--- src/rtl/rtc_pkg.sv ---
package rtc_pkg;

  localparam int BYTE_W  = 8;
  localparam int NFIELD  = 7;
  localparam int NALARM  = 6;

  // register offsets
  localparam int OFS_TIME  = 0;
  localparam int OFS_CAP   = 8;
  localparam int OFS_ALM   = 16;
  localparam int OFS_CTRL  = 24;
  localparam int OFS_STAT  = 25;
  localparam int OFS_INTR  = 26;

  typedef struct packed {
    logic [BYTE_W-1:0] sec;
    logic [BYTE_W-1:0] min;
    logic [BYTE_W-1:0] hour;
    logic [BYTE_W-1:0] day;
    logic [BYTE_W-1:0] mon;
    logic [BYTE_W-1:0] year;
    logic [2:0]        wday;
  } rtc_time_t;

  function automatic logic [7:0] bcd_inc(input logic [7:0] v);
    if (v[3:0] >= 4'd9) return {v[7:4] + 4'd1, 4'd0};
    return {v[7:4], v[3:0] + 4'd1};
  endfunction

  // year value (00..99 BCD) divisible by four: (2*tens + ones) mod 4 == 0
  function automatic logic leap_year(input logic [7:0] y);
    logic [1:0] s;
    s = {y[4], 1'b0} + y[1:0];
    return s == 2'd0;
  endfunction

  function automatic logic [7:0] last_day(input logic [7:0] m, input logic [7:0] y);
    case (m)
      8'h02:                      return leap_year(y) ? 8'h29 : 8'h28;
      8'h04, 8'h06, 8'h09, 8'h11: return 8'h30;
      default:                    return 8'h31;
    endcase
  endfunction

  function automatic logic [7:0] field_of(input rtc_time_t t, input logic [2:0] idx);
    case (idx)
      3'd0:    return t.sec;
      3'd1:    return t.min;
      3'd2:    return t.hour;
      3'd3:    return t.day;
      3'd4:    return t.mon;
      3'd5:    return t.year;
      3'd6:    return {5'd0, t.wday};
      default: return 8'h00;
    endcase
  endfunction

endpackage

--- src/rtl/rtc_prescaler.sv ---
module rtc_prescaler #(
  parameter int TICKS_PER_SEC = 32768
) (
  input  logic clk,
  input  logic rst,
  input  logic tick,
  input  logic run,
  output logic sec_stb
);
  localparam int CNT_W = (TICKS_PER_SEC > 2) ? $clog2(TICKS_PER_SEC) : 1;
  localparam logic [CNT_W-1:0] LAST = CNT_W'(TICKS_PER_SEC - 1);

  logic [CNT_W-1:0] cnt_q;

  assign sec_stb = run && tick && (cnt_q == LAST);

  always_ff @(posedge clk) begin
    if (rst || !run)   cnt_q <= '0;
    else if (sec_stb)  cnt_q <= '0;
    else if (tick)     cnt_q <= cnt_q + 1'b1;
  end

  p_restart_r3: assert property (@(posedge clk) disable iff (rst)
    !run |=> (cnt_q == '0));
  p_period_r3: assert property (@(posedge clk) disable iff (rst)
    sec_stb |=> (cnt_q == '0));

endmodule

--- src/rtl/rtc_calendar.sv ---
module rtc_calendar
  import rtc_pkg::*;
(
  input  logic        clk,
  input  logic        rst,
  input  logic        sec_stb,
  input  logic        mode12,
  input  logic        round_req,
  input  logic        wr_en,
  input  logic [2:0]  wr_sel,
  input  logic [7:0]  wr_data,
  output rtc_time_t   t_q,
  output rtc_time_t   t_nxt,
  output logic [3:0]  ev
);
  logic c_min, c_hr, c_day;
  logic [5:0] hr;
  logic       pm;

  always_comb begin
    t_nxt = t_q;
    ev    = 4'b0001;
    c_min = 1'b0;
    c_hr  = 1'b0;
    c_day = 1'b0;
    hr    = t_q.hour[5:0];
    pm    = t_q.hour[7];
    // seconds, with optional round to nearest minute
    if (round_req) begin
      t_nxt.sec = 8'h00;
      c_min     = (t_q.sec >= 8'h30);
    end else if (t_q.sec >= 8'h59) begin
      t_nxt.sec = 8'h00;
      c_min     = 1'b1;
    end else begin
      t_nxt.sec = bcd_inc(t_q.sec);
    end
    // minutes
    if (c_min) begin
      ev[1] = 1'b1;
      if (t_q.min >= 8'h59) begin
        t_nxt.min = 8'h00;
        c_hr      = 1'b1;
      end else begin
        t_nxt.min = bcd_inc(t_q.min);
      end
    end
    // hours
    if (c_hr) begin
      ev[2] = 1'b1;
      if (mode12) begin
        if (hr == 6'h11) begin
          t_nxt.hour = {~pm, 7'h12};
          c_day      = pm;
        end else if (hr == 6'h12) begin
          t_nxt.hour = {pm, 7'h01};
        end else begin
          t_nxt.hour = {pm, 7'h00} | (bcd_inc({2'b00, hr}) & 8'h3F);
        end
      end else if (hr >= 6'h23) begin
        t_nxt.hour = 8'h00;
        c_day      = 1'b1;
      end else begin
        t_nxt.hour = {pm, 7'h00} | (bcd_inc({2'b00, hr}) & 8'h3F);
      end
    end
    // date
    if (c_day) begin
      ev[3]      = 1'b1;
      t_nxt.wday = (t_q.wday >= 3'd6) ? 3'd0 : t_q.wday + 3'd1;
      if (t_q.day >= last_day(t_q.mon, t_q.year)) begin
        t_nxt.day = 8'h01;
        if (t_q.mon >= 8'h12) begin
          t_nxt.mon  = 8'h01;
          t_nxt.year = (t_q.year >= 8'h99) ? 8'h00 : bcd_inc(t_q.year);
        end else begin
          t_nxt.mon = bcd_inc(t_q.mon);
        end
      end else begin
        t_nxt.day = bcd_inc(t_q.day);
      end
    end
  end

  always_ff @(posedge clk) begin
    if (rst) begin
      t_q <= '{sec: 8'h00, min: 8'h00, hour: 8'h00, day: 8'h01,
               mon: 8'h01, year: 8'h00, wday: 3'd0};
    end else if (wr_en) begin
      case (wr_sel)
        3'd0:    t_q.sec  <= wr_data & 8'h7F;
        3'd1:    t_q.min  <= wr_data & 8'h7F;
        3'd2:    t_q.hour <= wr_data & 8'hBF;
        3'd3:    t_q.day  <= wr_data & 8'h3F;
        3'd4:    t_q.mon  <= wr_data & 8'h1F;
        3'd5:    t_q.year <= wr_data;
        default: t_q.wday <= wr_data[2:0];
      endcase
    end else if (sec_stb) begin
      t_q <= t_nxt;
    end
  end

  p_hold_r3: assert property (@(posedge clk) disable iff (rst)
    (!sec_stb && !wr_en) |=> $stable(t_q));
  p_sec_wrap_r4: assert property (@(posedge clk) disable iff (rst)
    (sec_stb && !wr_en && !round_req && t_q.sec == 8'h59) |=>
      (t_q.sec == 8'h00 && t_q.min != $past(t_q.min)));

endmodule

--- src/rtl/rtc_status.sv ---
module rtc_status (
  input  logic       clk,
  input  logic       rst,
  input  logic       sec_stb,
  input  logic [3:0] ev,
  input  logic       alm_hit,
  input  logic       clr_we,
  input  logic [7:2] clr_mask,
  input  logic       per_en,
  input  logic [1:0] per_sel,
  input  logic       alm_en,
  output logic [7:2] flags,
  output logic       irq
);
  logic [6:2] set_v;
  logic [6:2] flg_q;
  logic       pu_q;

  assign set_v = sec_stb ? {alm_hit, ev} : 5'b0;

  always_ff @(posedge clk) begin
    if (rst) begin
      flg_q <= '0;
      pu_q  <= 1'b1;
      irq   <= 1'b0;
    end else begin
      flg_q <= (flg_q & ~(clr_we ? clr_mask[6:2] : 5'b0)) | set_v;
      if (clr_we && clr_mask[7]) pu_q <= 1'b0;
      irq <= (per_en && flg_q[2 + per_sel]) || (alm_en && flg_q[6]);
    end
  end

  assign flags = {pu_q, flg_q};

  p_set_wins_r11: assert property (@(posedge clk) disable iff (rst)
    (sec_stb && ev[0]) |=> flg_q[2]);
  p_w1c_r11: assert property (@(posedge clk) disable iff (rst)
    (clr_we && clr_mask[3] && !sec_stb) |=> !flg_q[3]);
  p_irq_quiet_r12: assert property (@(posedge clk) disable iff (rst)
    (!per_en && !alm_en) |=> !irq);

endmodule

--- src/rtl/bcd_rtc.sv ---
module bcd_rtc
  import rtc_pkg::*;
#(
  parameter int TICKS_PER_SEC = 32768,
  parameter int ADDR_W        = 5
) (
  input  logic              clk,
  input  logic              rst,
  input  logic              tick_ref,
  input  logic              bus_we,
  input  logic [ADDR_W-1:0] bus_addr,
  input  logic [7:0]        bus_wdata,
  output logic [7:0]        bus_rdata,
  output logic              irq
);
  localparam logic [ADDR_W-1:0] A_CTRL = ADDR_W'(OFS_CTRL);
  localparam logic [ADDR_W-1:0] A_STAT = ADDR_W'(OFS_STAT);
  localparam logic [ADDR_W-1:0] A_INTR = ADDR_W'(OFS_INTR);

  logic       run_q, round_q, m12_q;
  logic       pen_q, aen_q;
  logic [1:0] psel_q;
  logic [7:0] alm_q [NALARM];
  rtc_time_t  cap_q;

  logic       sec_stb, wr_time, clr_we, alm_hit;
  logic [3:0] ev;
  logic [7:2] flags;
  rtc_time_t  t_q, t_nxt;

  assign wr_time = bus_we && !run_q && (bus_addr < ADDR_W'(OFS_TIME + NFIELD));
  assign clr_we  = bus_we && (bus_addr == A_STAT);
  assign alm_hit = (t_nxt.sec == alm_q[0]) && (t_nxt.min == alm_q[1]) &&
                   (t_nxt.hour == alm_q[2]) && (t_nxt.day == alm_q[3]) &&
                   (t_nxt.mon == alm_q[4]) && (t_nxt.year == alm_q[5]);

  rtc_prescaler #(.TICKS_PER_SEC(TICKS_PER_SEC)) u_div (
    .clk(clk), .rst(rst), .tick(tick_ref), .run(run_q), .sec_stb(sec_stb)
  );

  rtc_calendar u_cal (
    .clk(clk), .rst(rst), .sec_stb(sec_stb), .mode12(m12_q),
    .round_req(round_q), .wr_en(wr_time), .wr_sel(bus_addr[2:0]),
    .wr_data(bus_wdata), .t_q(t_q), .t_nxt(t_nxt), .ev(ev)
  );

  rtc_status u_stat (
    .clk(clk), .rst(rst), .sec_stb(sec_stb), .ev(ev), .alm_hit(alm_hit),
    .clr_we(clr_we), .clr_mask(bus_wdata[7:2]), .per_en(pen_q),
    .per_sel(psel_q), .alm_en(aen_q), .flags(flags), .irq(irq)
  );

  // control, interrupt setup, snapshot
  always_ff @(posedge clk) begin
    if (rst) begin
      run_q   <= 1'b0;
      round_q <= 1'b0;
      m12_q   <= 1'b0;
      pen_q   <= 1'b0;
      aen_q   <= 1'b0;
      psel_q  <= 2'd0;
      cap_q   <= '0;
    end else begin
      if (sec_stb) round_q <= 1'b0;
      if (bus_we && bus_addr == A_CTRL) begin
        run_q   <= bus_wdata[0];
        round_q <= bus_wdata[1];
        m12_q   <= bus_wdata[3];
        if (bus_wdata[6]) cap_q <= t_q;
      end
      if (bus_we && bus_addr == A_INTR) begin
        psel_q <= bus_wdata[1:0];
        pen_q  <= bus_wdata[2];
        aen_q  <= bus_wdata[3];
      end
    end
  end

  // alarm bank
  for (genvar g = 0; g < NALARM; g++) begin : g_alm
    always_ff @(posedge clk) begin
      if (rst) alm_q[g] <= 8'h00;
      else if (bus_we && bus_addr == ADDR_W'(OFS_ALM + g)) alm_q[g] <= bus_wdata;
    end
  end

  // registered read port
  always_ff @(posedge clk) begin
    if (rst) begin
      bus_rdata <= 8'h00;
    end else if (bus_addr < ADDR_W'(OFS_TIME + NFIELD)) begin
      bus_rdata <= field_of(t_q, bus_addr[2:0]);
    end else if (bus_addr >= ADDR_W'(OFS_CAP) && bus_addr < ADDR_W'(OFS_CAP + NFIELD)) begin
      bus_rdata <= field_of(cap_q, bus_addr[2:0]);
    end else if (bus_addr >= ADDR_W'(OFS_ALM) && bus_addr < ADDR_W'(OFS_ALM + NALARM)) begin
      bus_rdata <= alm_q[bus_addr[2:0]];
    end else if (bus_addr == A_CTRL) begin
      bus_rdata <= {4'b0000, m12_q, 1'b0, round_q, run_q};
    end else if (bus_addr == A_STAT) begin
      bus_rdata <= {flags, run_q, 1'b0};
    end else if (bus_addr == A_INTR) begin
      bus_rdata <= {4'b0000, aen_q, pen_q, psel_q};
    end else begin
      bus_rdata <= 8'h00;
    end
  end

  p_frozen_write_r2: assert property (@(posedge clk) disable iff (rst)
    (bus_we && run_q && bus_addr == ADDR_W'(OFS_TIME) && !sec_stb) |=> $stable(t_q.sec));
  p_round_clear_r8: assert property (@(posedge clk) disable iff (rst)
    (sec_stb && !(bus_we && bus_addr == A_CTRL)) |=> !round_q);

endmodule

--- config.mk ---
export PLATFORM = sky130hd
export DESIGN_NAME = bcd_rtc
export DESIGN_NICKNAME = d
export VERILOG_FILES = /design/src/rtl/rtc_pkg.sv /design/src/rtl/rtc_prescaler.sv /design/src/rtl/rtc_calendar.sv /design/src/rtl/rtc_status.sv /design/src/rtl/bcd_rtc.sv
export SDC_FILE = /design/constraint.sdc
export NUM_CORES = 1
export LEC_CHECK = 0
export BUFFER_PORTS_ARGS = -buffer_cell sky130_fd_sc_hd__buf_2
export CELL_PAD_IN_SITES_DETAIL_PLACEMENT = 1
export CELL_PAD_IN_SITES_GLOBAL_PLACEMENT = 1
export CORE_MARGIN = 10
export CORE_UTILIZATION = 53
export DETAILED_ROUTE_END_ITERATION = 8
export PLACE_DENSITY = 0.89
export SYNTH_ARGS = -nofsm -noshare
export SYNTH_HDL_FRONTEND = slang
export SYNTH_HIERARCHICAL = 1
export SYNTH_SLANG_ARGS = --single-unit
--- constraint.sdc ---
create_clock -name clk -period 8.1 [get_ports clk]
set_input_delay 1.62 -clock clk [delete_from_list [all_inputs] [get_ports clk]]
set_output_delay 1.62 -clock clk [all_outputs]
set_load 0.05 [all_outputs]
==> impl_metrics.ini <==
[global_routing]
gr-total-overflow = 0
grt_antenna_before_repair = 2
grt_max_degree = 78
grt_pass1_wl_um = 70600
grt_pass1_vias = 11300
grt_usage_pct = 32.1

[cts]
cts_tree = yes
numCtsBuffers = 17
clock_latency_ps = 460
cts_hold_buf = 0
h-tree-depth = 4
postCtsSetupBuffers = 0
cts_resized = 0
clk_path_buf_depth = 2
clkSinkCount = 187
root_buffer = clkbuf_16
clk_pin_slew_worst_paths_ps = 80

[sta]
fin_tns_setup_ps = 0
worst_slew_pin_slew_ps = 1160
period_minus_slack_ps = 5210
rsz0062_at_grt = no
finalClockSkew_ps = 15.5
period_share_pct = 64.3
fmax_ghz = 0.192
setup_ws_ps = 2890
drv_slew = 0
finalSetupViolCount = 0
slew_headroom_pct = 21.7
hold_viol_final = 0

[place]
pre_cts_slack_ps = 2960
place_congestion = 0.980
portBuffers = 25
hpwl_um = 32800

[status]
status = finished clean

[routing]
drt_wl_total_um = 46800
drtPass1Iterations = 7
num_vias = 11300
vias_per_cell = 6.97
drc = 0
ant_nets = 0
wl_per_cell_um = 29.0
drt-initial-drc-count = 1639

[worst_setup_path]
worst_path_max_delay_cell = o221ai_1
rr_startpoint = u_cal/t_q[12]
worstSetupPathType = reg2reg
worst-path-buf-inv = 1
rr_worst_depth = 19
worst_setup_path_end_kind = flop
crit_end = u_stat/flg_q[6]
worstPathCellList = ha_1 > o211ai_1 > a21oi_1 > a31oi_1 > nor3_1 > nor2_1 > ha_1 > nand3_1 > o221ai_1 > nand3_1 > nor2_2 > mux2i_1 > inv_1 > xor2_1 > nor4_1 > nand4_1 > nor3_1 > a22oi_1 > nor2_1
critical_path.top_delay_family = simple AND/OR/NAND/NOR gates
path_max_fanout = 13
start_kind = flop
worst_ep_required_time_ps = 8480
arrival_ps = 5590
r2r_end = u_stat/flg_q[6]
worstSetupStartpoint = u_cal/t_q[12]
cp.depth = 19
slowest_delay_ps = 750
rrSetupSlack_ps = 2890

[layout]
antenna_cells = 0
layout-drive-gt1-share_pct = 10.1
area_growth_pct = 5.16
layout.nets = 1382
fin_util_pct = 56.8

[flow_run]
drv_cap = 0

[floorplan]
ioPinCount = 26
die_w_um = 169
die_h_um = 169
design.core.area_um2 = 21800
start_util_pct = 54.0
rows = 54
dieArea_um2 = 28600

[power]
ir_worst_vdd_mv = 0.130
pwr_density_cell_nw_per_um2 = 165
power_leakage_nw = 4.38
p_total_w = 0.00204

[min_path]
worstHoldStart = cap_q[39]
hold_class = reg2reg

[yosys]
synthesis.area_um2 = 11800
yosysWarnings = 6
avgSynthCellArea_um2 = 8.71
netlist_instances = 1353
syn_nets = 1410
## routing by layer
metal | part of all wire, % | wire, µm | vias up | GRT usage [%]
met5 | 0.041 | 19 | - | 0
met4 | 5.9 | 2760 | 4 | 16.7
met3 | 11 | 5280 | 181 | 7.55
met2 | 45 | 21100 | 764 | 50.7
met1 | 38 | 17700 | 5507 | 40.0
li1 | - | - | 4822 | -
## power by group
part / switching (W) / total (W) / internal [W]
Combinational: 0.000129 / 0.000181 / 0.0000529
Clock: 0.000436 / 0.000854 / 0.000418
Sequential: 0.0000286 / 0.00100 / 0.000976
Total: 0.000593 / 0.00204 / 0.00145
## registers in the layout, summed over array words and instances (netlist names)
| register | count |
|---|---|
| cap_q | 51 |
| u_cal/t_q | 51 |
| alm_q | 48 |
| u_div/cnt_q | 15 |
| bus_rdata | 8 |
| u_stat/flg_q | 5 |
| psel_q | 2 |
| aen_q | 1 |
| m12_q | 1 |
| pen_q | 1 |
| round_q | 1 |
| run_q | 1 |
| u_stat/irq | 1 |
| u_stat/pu_q | 1 |
## worst min-delay path by stage
stage                     depth (start not counted)           to
final                                             2    cap_q[39]
after detailed placement                          1  u_stat/pu_q
after global routing                              2     cap_q[6]
after global placement                            1  u_stat/pu_q
after CTS                                         2    cap_q[39]
after floorplan                                   1  u_stat/pu_q
## metrics by stage
step / cells / instance area, µm² / hold slack [ps]
finish: 1618 / 12400 / 456
global route: 1618 / 12400 / 474
CTS: 1617 / 12400 / 457
detailed placement: 1585 / 11800 / 443
global placement: 1585 / 11800 / 437
floorplan: 1353 / 11800 / 428
## final cells by class
| class | instances | area, µm² |
|---|---|---|
| clock buffers | 19 | 443 |
| inverters | 42 | 159 |
| multi-input cells | 1040 | 6870 |
| flip-flops and latches | 187 | 4220 |
| clock inverters | 13 | 125 |
| repair buffers | 37 | 218 |
| well taps | 280 | 350 |
| fillers | 2597 | 9430 |
## worst min-delay path: stages, from the launching register on
cell and delay [ps]:
dfxtp_1 310, nand2_1 50, a21oi_1 50
## cell usage in the layout (no fill, tap or decap), types with 17 or more instances in the layout
master	count
edfxtp_1	48
nor3_1	23
buf_2	24
nor2_1	106
mux2i_1	37
nand3_1	27
o21ai_0	46
clkbuf_16	17
inv_1	37
a21oi_1	103
nand2_1	194
nor4_1	24
ha_1	40
xor2_1	54
dfxtp_1	139
and2_1	54
No activity file was read; power rests on OpenSTA's default activity.
